File: src/rtl/pmf_pkg.sv
package pmf_pkg;

  // Merge enabled bytes of a write into the old dword.
  function automatic logic [31:0] merge_bytes(input logic [31:0] old_v,
                                              input logic [31:0] wr_v,
                                              input logic [3:0]  be);
    logic [31:0] r;
    for (int b = 0; b < 4; b++) begin
      r[b*8 +: 8] = be[b] ? wr_v[b*8 +: 8] : old_v[b*8 +: 8];
    end
    return r;
  endfunction

  // Apply the alignment mask and force the I/O-space bit.
  function automatic logic [31:0] clean_base(input logic [31:0] v,
                                             input logic [31:0] mask);
    return (v & mask) | 32'h1;
  endfunction

  // Address falls inside an aligned window of 2**span bytes.
  function automatic logic in_window(input logic [15:0] addr,
                                     input logic [15:0] base,
                                     input int          span);
    logic [15:0] upper;
    upper = 16'hFFFF << span;
    return (addr & upper) == (base & upper);
  endfunction

endpackage

File: src/rtl/pmf_cfg_regs.sv
module pmf_cfg_regs
  import pmf_pkg::*;
#(
  parameter int          CFG_DW_W   = 6,
  parameter int          HDR_DWORDS = 16,
  parameter int          PM_SPAN    = 7,
  parameter int          SMB_SPAN   = 4,
  parameter int          PM_BASE_DW = 18,
  parameter int          SMB_BASE_DW = 36,
  parameter int          PM_EN_DW   = 16,
  parameter int          SMB_CTL_DW = 52,
  parameter logic [15:0] VENDOR_ID  = 16'h1D0F,
  parameter logic [15:0] DEVICE_ID  = 16'h3057,
  parameter logic [23:0] CLASS_CODE = 24'h068000,
  parameter logic [7:0]  REV_ID     = 8'h40,
  parameter logic [15:0] STATUS_VAL = 16'h0280
) (
  input  logic                clk,
  input  logic                rst_n,
  input  logic                cfg_wr,
  input  logic                cfg_rd,
  input  logic [CFG_DW_W-1:0] cfg_dw_addr,
  input  logic [3:0]          cfg_be,
  input  logic [31:0]         cfg_wdata,
  output logic                cfg_rvalid,
  output logic [31:0]         cfg_rdata,
  output logic [15:0]         pm_base,
  output logic                pm_en,
  output logic [15:0]         smb_base,
  output logic                smb_en
);
  localparam int TOTAL_DW   = 1 << CFG_DW_W;
  localparam int DEV_DWORDS = TOTAL_DW - HDR_DWORDS;
  localparam int IDX_W      = $clog2(DEV_DWORDS);
  localparam logic [31:0] PM_MASK  = 32'h0000FFFF & (32'hFFFFFFFF << PM_SPAN);
  localparam logic [31:0] SMB_MASK = 32'h0000FFFF & (32'hFFFFFFFF << SMB_SPAN);
  localparam int PM_EN_IDX  = PM_EN_DW - HDR_DWORDS;
  localparam int SMB_EN_IDX = SMB_CTL_DW - HDR_DWORDS;
  localparam int PM_B_IDX   = PM_BASE_DW - HDR_DWORDS;
  localparam int SMB_B_IDX  = SMB_BASE_DW - HDR_DWORDS;

  logic [31:0] dev_q [DEV_DWORDS];
  logic [15:0] cmd_q;

  // Event wires
  logic                in_dev;
  logic [CFG_DW_W-1:0] dev_off;
  logic [IDX_W-1:0]    dev_idx;
  logic                dev_wr;
  logic                cmd_wr;

  assign in_dev  = int'(cfg_dw_addr) >= HDR_DWORDS;
  assign dev_off = cfg_dw_addr - CFG_DW_W'(HDR_DWORDS);
  assign dev_idx = dev_off[IDX_W-1:0];
  assign dev_wr  = cfg_wr && in_dev;
  assign cmd_wr  = cfg_wr && (cfg_dw_addr == CFG_DW_W'(1));

  function automatic logic [31:0] next_word(input logic [CFG_DW_W-1:0] dw,
                                            input logic [31:0] old_v,
                                            input logic [31:0] wr_v,
                                            input logic [3:0]  be);
    logic [31:0] m;
    m = merge_bytes(old_v, wr_v, be);
    if (int'(dw) == PM_BASE_DW)  m = clean_base(m, PM_MASK);
    if (int'(dw) == SMB_BASE_DW) m = clean_base(m, SMB_MASK);
    if (int'(dw) == SMB_CTL_DW && be[2]) m[23:20] = 4'h0;
    return m;
  endfunction

  always_ff @(posedge clk) begin
    if (!rst_n) begin
      for (int i = 0; i < DEV_DWORDS; i++) begin
        dev_q[i] <= (i == PM_B_IDX || i == SMB_B_IDX) ? 32'h1 : 32'h0;
      end
    end else if (dev_wr) begin
      dev_q[dev_idx] <= next_word(cfg_dw_addr, dev_q[dev_idx], cfg_wdata, cfg_be);
    end
  end

  always_ff @(posedge clk) begin
    if (!rst_n) begin
      cmd_q <= 16'h0;
    end else if (cmd_wr) begin
      cmd_q <= merge_bytes({16'h0, cmd_q}, cfg_wdata, cfg_be & 4'b0011)[15:0];
    end
  end

  logic [31:0] rd_word;
  always_comb begin
    if (in_dev) begin
      rd_word = dev_q[dev_idx];
    end else begin
      case (int'(cfg_dw_addr))
        0:       rd_word = {DEVICE_ID, VENDOR_ID};
        1:       rd_word = {STATUS_VAL, cmd_q};
        2:       rd_word = {CLASS_CODE, REV_ID};
        default: rd_word = 32'h0;
      endcase
    end
  end

  always_ff @(posedge clk) begin
    if (!rst_n) begin
      cfg_rvalid <= 1'b0;
      cfg_rdata  <= 32'h0;
    end else begin
      cfg_rvalid <= cfg_rd;
      if (cfg_rd) cfg_rdata <= rd_word;
    end
  end

  assign pm_base  = dev_q[PM_B_IDX][15:0];
  assign smb_base = dev_q[SMB_B_IDX][15:0];
  assign pm_en    = dev_q[PM_EN_IDX][15];
  assign smb_en   = dev_q[SMB_EN_IDX][16];

endmodule

File: src/rtl/pmf_win_decode.sv
module pmf_win_decode
  import pmf_pkg::*;
#(
  parameter int SPAN = 7
) (
  input  logic            en,
  input  logic [15:0]     base,
  input  logic [15:0]     io_addr,
  input  logic            strobe,
  output logic            hit,
  output logic [SPAN-1:0] offset
);
  assign hit    = en && strobe && in_window(io_addr, base, SPAN);
  assign offset = io_addr[SPAN-1:0];
endmodule

File: src/rtl/pmf_base_decoder.sv
module pmf_base_decoder #(
  parameter int          CFG_DW_W    = 6,
  parameter int          HDR_DWORDS  = 16,
  parameter int          PM_SPAN     = 7,
  parameter int          SMB_SPAN    = 4,
  parameter int          PM_BASE_DW  = 18,
  parameter int          SMB_BASE_DW = 36,
  parameter int          PM_EN_DW    = 16,
  parameter int          SMB_CTL_DW  = 52,
  parameter logic [15:0] VENDOR_ID   = 16'h1D0F,
  parameter logic [15:0] DEVICE_ID   = 16'h3057,
  parameter logic [23:0] CLASS_CODE  = 24'h068000,
  parameter logic [7:0]  REV_ID      = 8'h40,
  parameter int          IO_DATA_W   = 8
) (
  input  logic                 clk,
  input  logic                 rst_n,
  input  logic                 cfg_wr,
  input  logic                 cfg_rd,
  input  logic [CFG_DW_W-1:0]  cfg_dw_addr,
  input  logic [3:0]           cfg_be,
  input  logic [31:0]          cfg_wdata,
  output logic                 cfg_rvalid,
  output logic [31:0]          cfg_rdata,
  input  logic [15:0]          io_addr,
  input  logic                 io_rd,
  input  logic                 io_wr,
  output logic                 pm_hit,
  output logic [PM_SPAN-1:0]   pm_off,
  output logic                 smb_hit,
  output logic [SMB_SPAN-1:0]  smb_off,
  output logic [IO_DATA_W-1:0] pm_rdata
);
  logic [15:0] pm_base_w, smb_base_w;
  logic        pm_en_w, smb_en_w;
  logic        io_strobe;

  assign io_strobe = io_rd || io_wr;

  pmf_cfg_regs #(
    .CFG_DW_W(CFG_DW_W), .HDR_DWORDS(HDR_DWORDS),
    .PM_SPAN(PM_SPAN), .SMB_SPAN(SMB_SPAN),
    .PM_BASE_DW(PM_BASE_DW), .SMB_BASE_DW(SMB_BASE_DW),
    .PM_EN_DW(PM_EN_DW), .SMB_CTL_DW(SMB_CTL_DW),
    .VENDOR_ID(VENDOR_ID), .DEVICE_ID(DEVICE_ID),
    .CLASS_CODE(CLASS_CODE), .REV_ID(REV_ID),
    .STATUS_VAL(16'h0280)
  ) u_regs (
    .clk(clk), .rst_n(rst_n),
    .cfg_wr(cfg_wr), .cfg_rd(cfg_rd), .cfg_dw_addr(cfg_dw_addr),
    .cfg_be(cfg_be), .cfg_wdata(cfg_wdata),
    .cfg_rvalid(cfg_rvalid), .cfg_rdata(cfg_rdata),
    .pm_base(pm_base_w), .pm_en(pm_en_w),
    .smb_base(smb_base_w), .smb_en(smb_en_w)
  );

  pmf_win_decode #(.SPAN(PM_SPAN)) u_pm_dec (
    .en(pm_en_w), .base(pm_base_w), .io_addr(io_addr), .strobe(io_strobe),
    .hit(pm_hit), .offset(pm_off)
  );

  pmf_win_decode #(.SPAN(SMB_SPAN)) u_smb_dec (
    .en(smb_en_w), .base(smb_base_w), .io_addr(io_addr), .strobe(io_strobe),
    .hit(smb_hit), .offset(smb_off)
  );

  // Power-management window registers are not modelled here: reads give zero.
  assign pm_rdata = '0;

endmodule

File: config.mk
export PLATFORM = sky130hd
export DESIGN_NAME = pmf_base_decoder
export DESIGN_NICKNAME = d
export VERILOG_FILES = /design/src/rtl/pmf_pkg.sv /design/src/rtl/pmf_cfg_regs.sv /design/src/rtl/pmf_win_decode.sv /design/src/rtl/pmf_base_decoder.sv
export SDC_FILE = /design/constraint.sdc
export NUM_CORES = 2
export LEC_CHECK = 0
export BUFFER_PORTS_ARGS = -buffer_cell sky130_fd_sc_hd__buf_2
export CORE_UTILIZATION = 30
export DETAILED_ROUTE_END_ITERATION = 10
export GPL_TIMING_DRIVEN = 0
export PLACE_DENSITY_LB_ADDON = 0.2
export SYNTH_ARGS = -nofsm -noshare
export SYNTH_HDL_FRONTEND = slang
export SYNTH_HIERARCHICAL = 1
export SYNTH_SLANG_ARGS = --single-unit
File: constraint.sdc
create_clock -name clk -period 14.71 [get_ports clk]
set_clock_uncertainty 0.2 [all_clocks]
set_input_delay 1.471 -clock clk [delete_from_list [all_inputs] [get_ports clk]]
set_output_delay 1.471 -clock clk [all_outputs]
set_load 0.01 [all_outputs]
==> metrics <==
Initial Util=between 30 and 40%; fill count=a little under 30000; Vias/cell=~5.9; worst-margin pin slew=around 1600 ps; remaining antenna violation count=0; Comb pwr share=roughly an eighth; clock slew at reported path FFs=roughly 60 ps; reg2reg start=u_regs/dev_q[56][10]$_DFFE_PP_; Non-Filler Instances=~11000; pin count of the biggest net entering global routing=33; final WL=~440000 um; worst path required time=about 15000 ps; PD cells=around 130 nW/um2; final setup TNS=0 ps; clk sink count=approximately 2100; Worst setup EP type=flop; clk root buf=clkbuf_16; DPL Wire Length=approximately 310000 um; Worst slew margin=-7.99%; vias=about 63000; endpoints failing hold=0; FF-to-FF End=u_regs/dev_q[54][10]$_DFFE_PP_; Synth Instances=roughly 6000; Post-CTS Setup Bufs=0; unrepaired setup endpoints after global routing=false; sequential cell area=62500 um2; syn_area_per_cell=~16 um2; Die X-Extent=~560 um; Worst VDD drop=0.000106 V; Clock Path Buffers=4; first-pass GRT wire length=~570000 um; post-synth design cell area=93200 um2; die area=roughly 310000 um2; worst-skew pair later-pin latency=around 930 ps; P&R area growth vs syn=16.1%; Placed Cells=10300; FF-to-FF setup slack=roughly 10000 ps; Sw Share=between 20% and 30%; area of the multi-input gates=between 20000 and 30000 um2; Synth warnings=6; Worst Setup Path Type=primary input to flop; maximum clock frequency=about 90 MHz; crit path capture=u_regs/dev_q[49][14]$_DFFE_PP_; Hold Path Depth=2; total CTS buffers=between 200 and 250; Psw=approximately 3800 uW; vias in the first global route=slightly below 60000; Clock power frac=39.8%; fin crit period=between 10000 and 15000 ps; critical-path maximum fanout=16; endpoints failing setup=0; num rows=around 200; proportion of layout cells with a drive suffix above 1=24.3%; Worst EP arrival=between 10000 and 15000 ps; setup slack after layout=just under 4000 ps; Setup WS pre-CTS=between 3000 and 4000 ps; fin crit share=~74%; Max-Cap Viols=9; initial antenna violation count=48; DRT iter0 DRCs=10500; H-tree lvl count=4; failing checks=capacitance limit, slew limit; Core Area=between 300000 and 400000 um2; FF-to-FF path depth=8; die span in y=approximately 560 um; Worst Setup Start Kind=primary input; PortBufs=99; CTS tree=done; Max Slew Vio Count=76; GP Congestion=approximately 1.0; post-CTS sizing=0; critical path startpoint=cfg_dw_addr[4]; P_int=roughly 10000 uW; # nets final=between 6000 and 7000; Initial DRT Pass Iterations=6; hold-fix buffers at CTS=0; leakage=~0.037 uW; DRC=0; status=finished, violations left; Reg power frac=between 40 and 50%; gr usage total=27.6%; DR WL/cell=between 40 and 50 um; HP Class=flop to flop; grt ovf=0; Ports=about 120
## routing by layer
metal	wire (um)	GRT usage, %	vias up
met1	164000	34.8	33500
li1	-	-	24400
met5	133	0.0915	-
met2	195000	41.6	4415
met3	52900	8.26	865
met4	30400	16.5	16
## layout by cell type (no fill, tap or decap), drive strengths merged, types with 4 or more instances in the layout
cell,n
a211oi,19
a21oi,203
a221oi,37
a22o,9
a22oi,84
a311oi,19
a31oi,66
and2,10
buf,543
bufinv,16
clkbuf,643
clkinv,103
clkinvlp,4
conb,51
dfxtp,49
diode,23
edfxtp,2048
ha,5
inv,13
mux2,38
mux2i,325
mux4,421
nand2,198
nand2b,15
nand3,20
nand4,4
nor2,245
nor2b,36
nor3,1239
o21ai,41
o22ai,40
or2,24
xnor2,21
## critical path, stage by stage
cell and delay [ps]:
buf_2 240, clkbuf_1 840, clkinv_1 1030, buf_2 620, ha_1 650, clkbuf_1 770
clkinv_1 1220, nor2_1 470, clkbuf_1 830, nand2_1 120, a221oi_1 810, nor3_2 300
buf_2 300, buf_6 200, nor2_1 1100
## power by group through the flow
stage | clock network [uW] | registers, uW | logic (uW)
final | 5650 | 6810 | 1730
after global placement | 0 | 6940 | 1580
after detailed placement | 0 | 6930 | 1650
after CTS | 5720 | 6810 | 1650
after floorplan | 0 | 6920 | 816
after global routing | 5910 | 6820 | 1720
## metrics by stage
step	total power [uW]	hold slack, ps	util [%]	cell area, um2
2_1_floorplan	7730	264	-	93400
3_3_place_gp	8520	250	32.1	99000
3_5_place_dp	8580	246	32.7	101000
4_1_cts	14200	259	35.0	108000
5_1_grt	14500	294	35.0	108000
6_report	14200	254	35.0	108000
## worst min path at each step
stage	from	to	slack [ps]
global placement	u_regs/cfg_rdata[31]$_SDFFE_PN0P_	u_regs/cfg_rdata[31]$_SDFFE_PN0P_	250
CTS	u_regs/cfg_rdata[31]$_SDFFE_PN0P_	u_regs/cfg_rdata[31]$_SDFFE_PN0P_	260
finish	u_regs/cfg_rdata[31]$_SDFFE_PN0P_	u_regs/cfg_rdata[31]$_SDFFE_PN0P_	250
detailed placement	u_regs/cfg_rdata[31]$_SDFFE_PN0P_	u_regs/cfg_rdata[31]$_SDFFE_PN0P_	250
floorplan	u_regs/cmd_q[6]$_SDFFE_PN0P_	u_regs/cmd_q[6]$_SDFFE_PN0P_	260
global route	u_regs/cfg_rdata[21]$_SDFFE_PN0P_	u_regs/cfg_rdata[21]$_SDFFE_PN0P_	290
## area by class of cell
type	instances	share of cell area (%)
multi-input cells	3195	24.8
clock buffers	290	5.57
diodes	23	0.0532
well taps	4120	4.76
flip-flops and latches	2097	57.7
repair buffers	187	1.97
inverters	10	0.0347
plain buffers	709	4.05
clock inverters	126	1.01
## flip-flops by register name (all words and copies together) (netlist names)
register / count
u_regs/cfg_rdata: 32
u_regs/cfg_rvalid: 1
u_regs/cmd_q: 16
u_regs/dev_q: 2048
No activity file was read; power rests on OpenSTA's default activity.
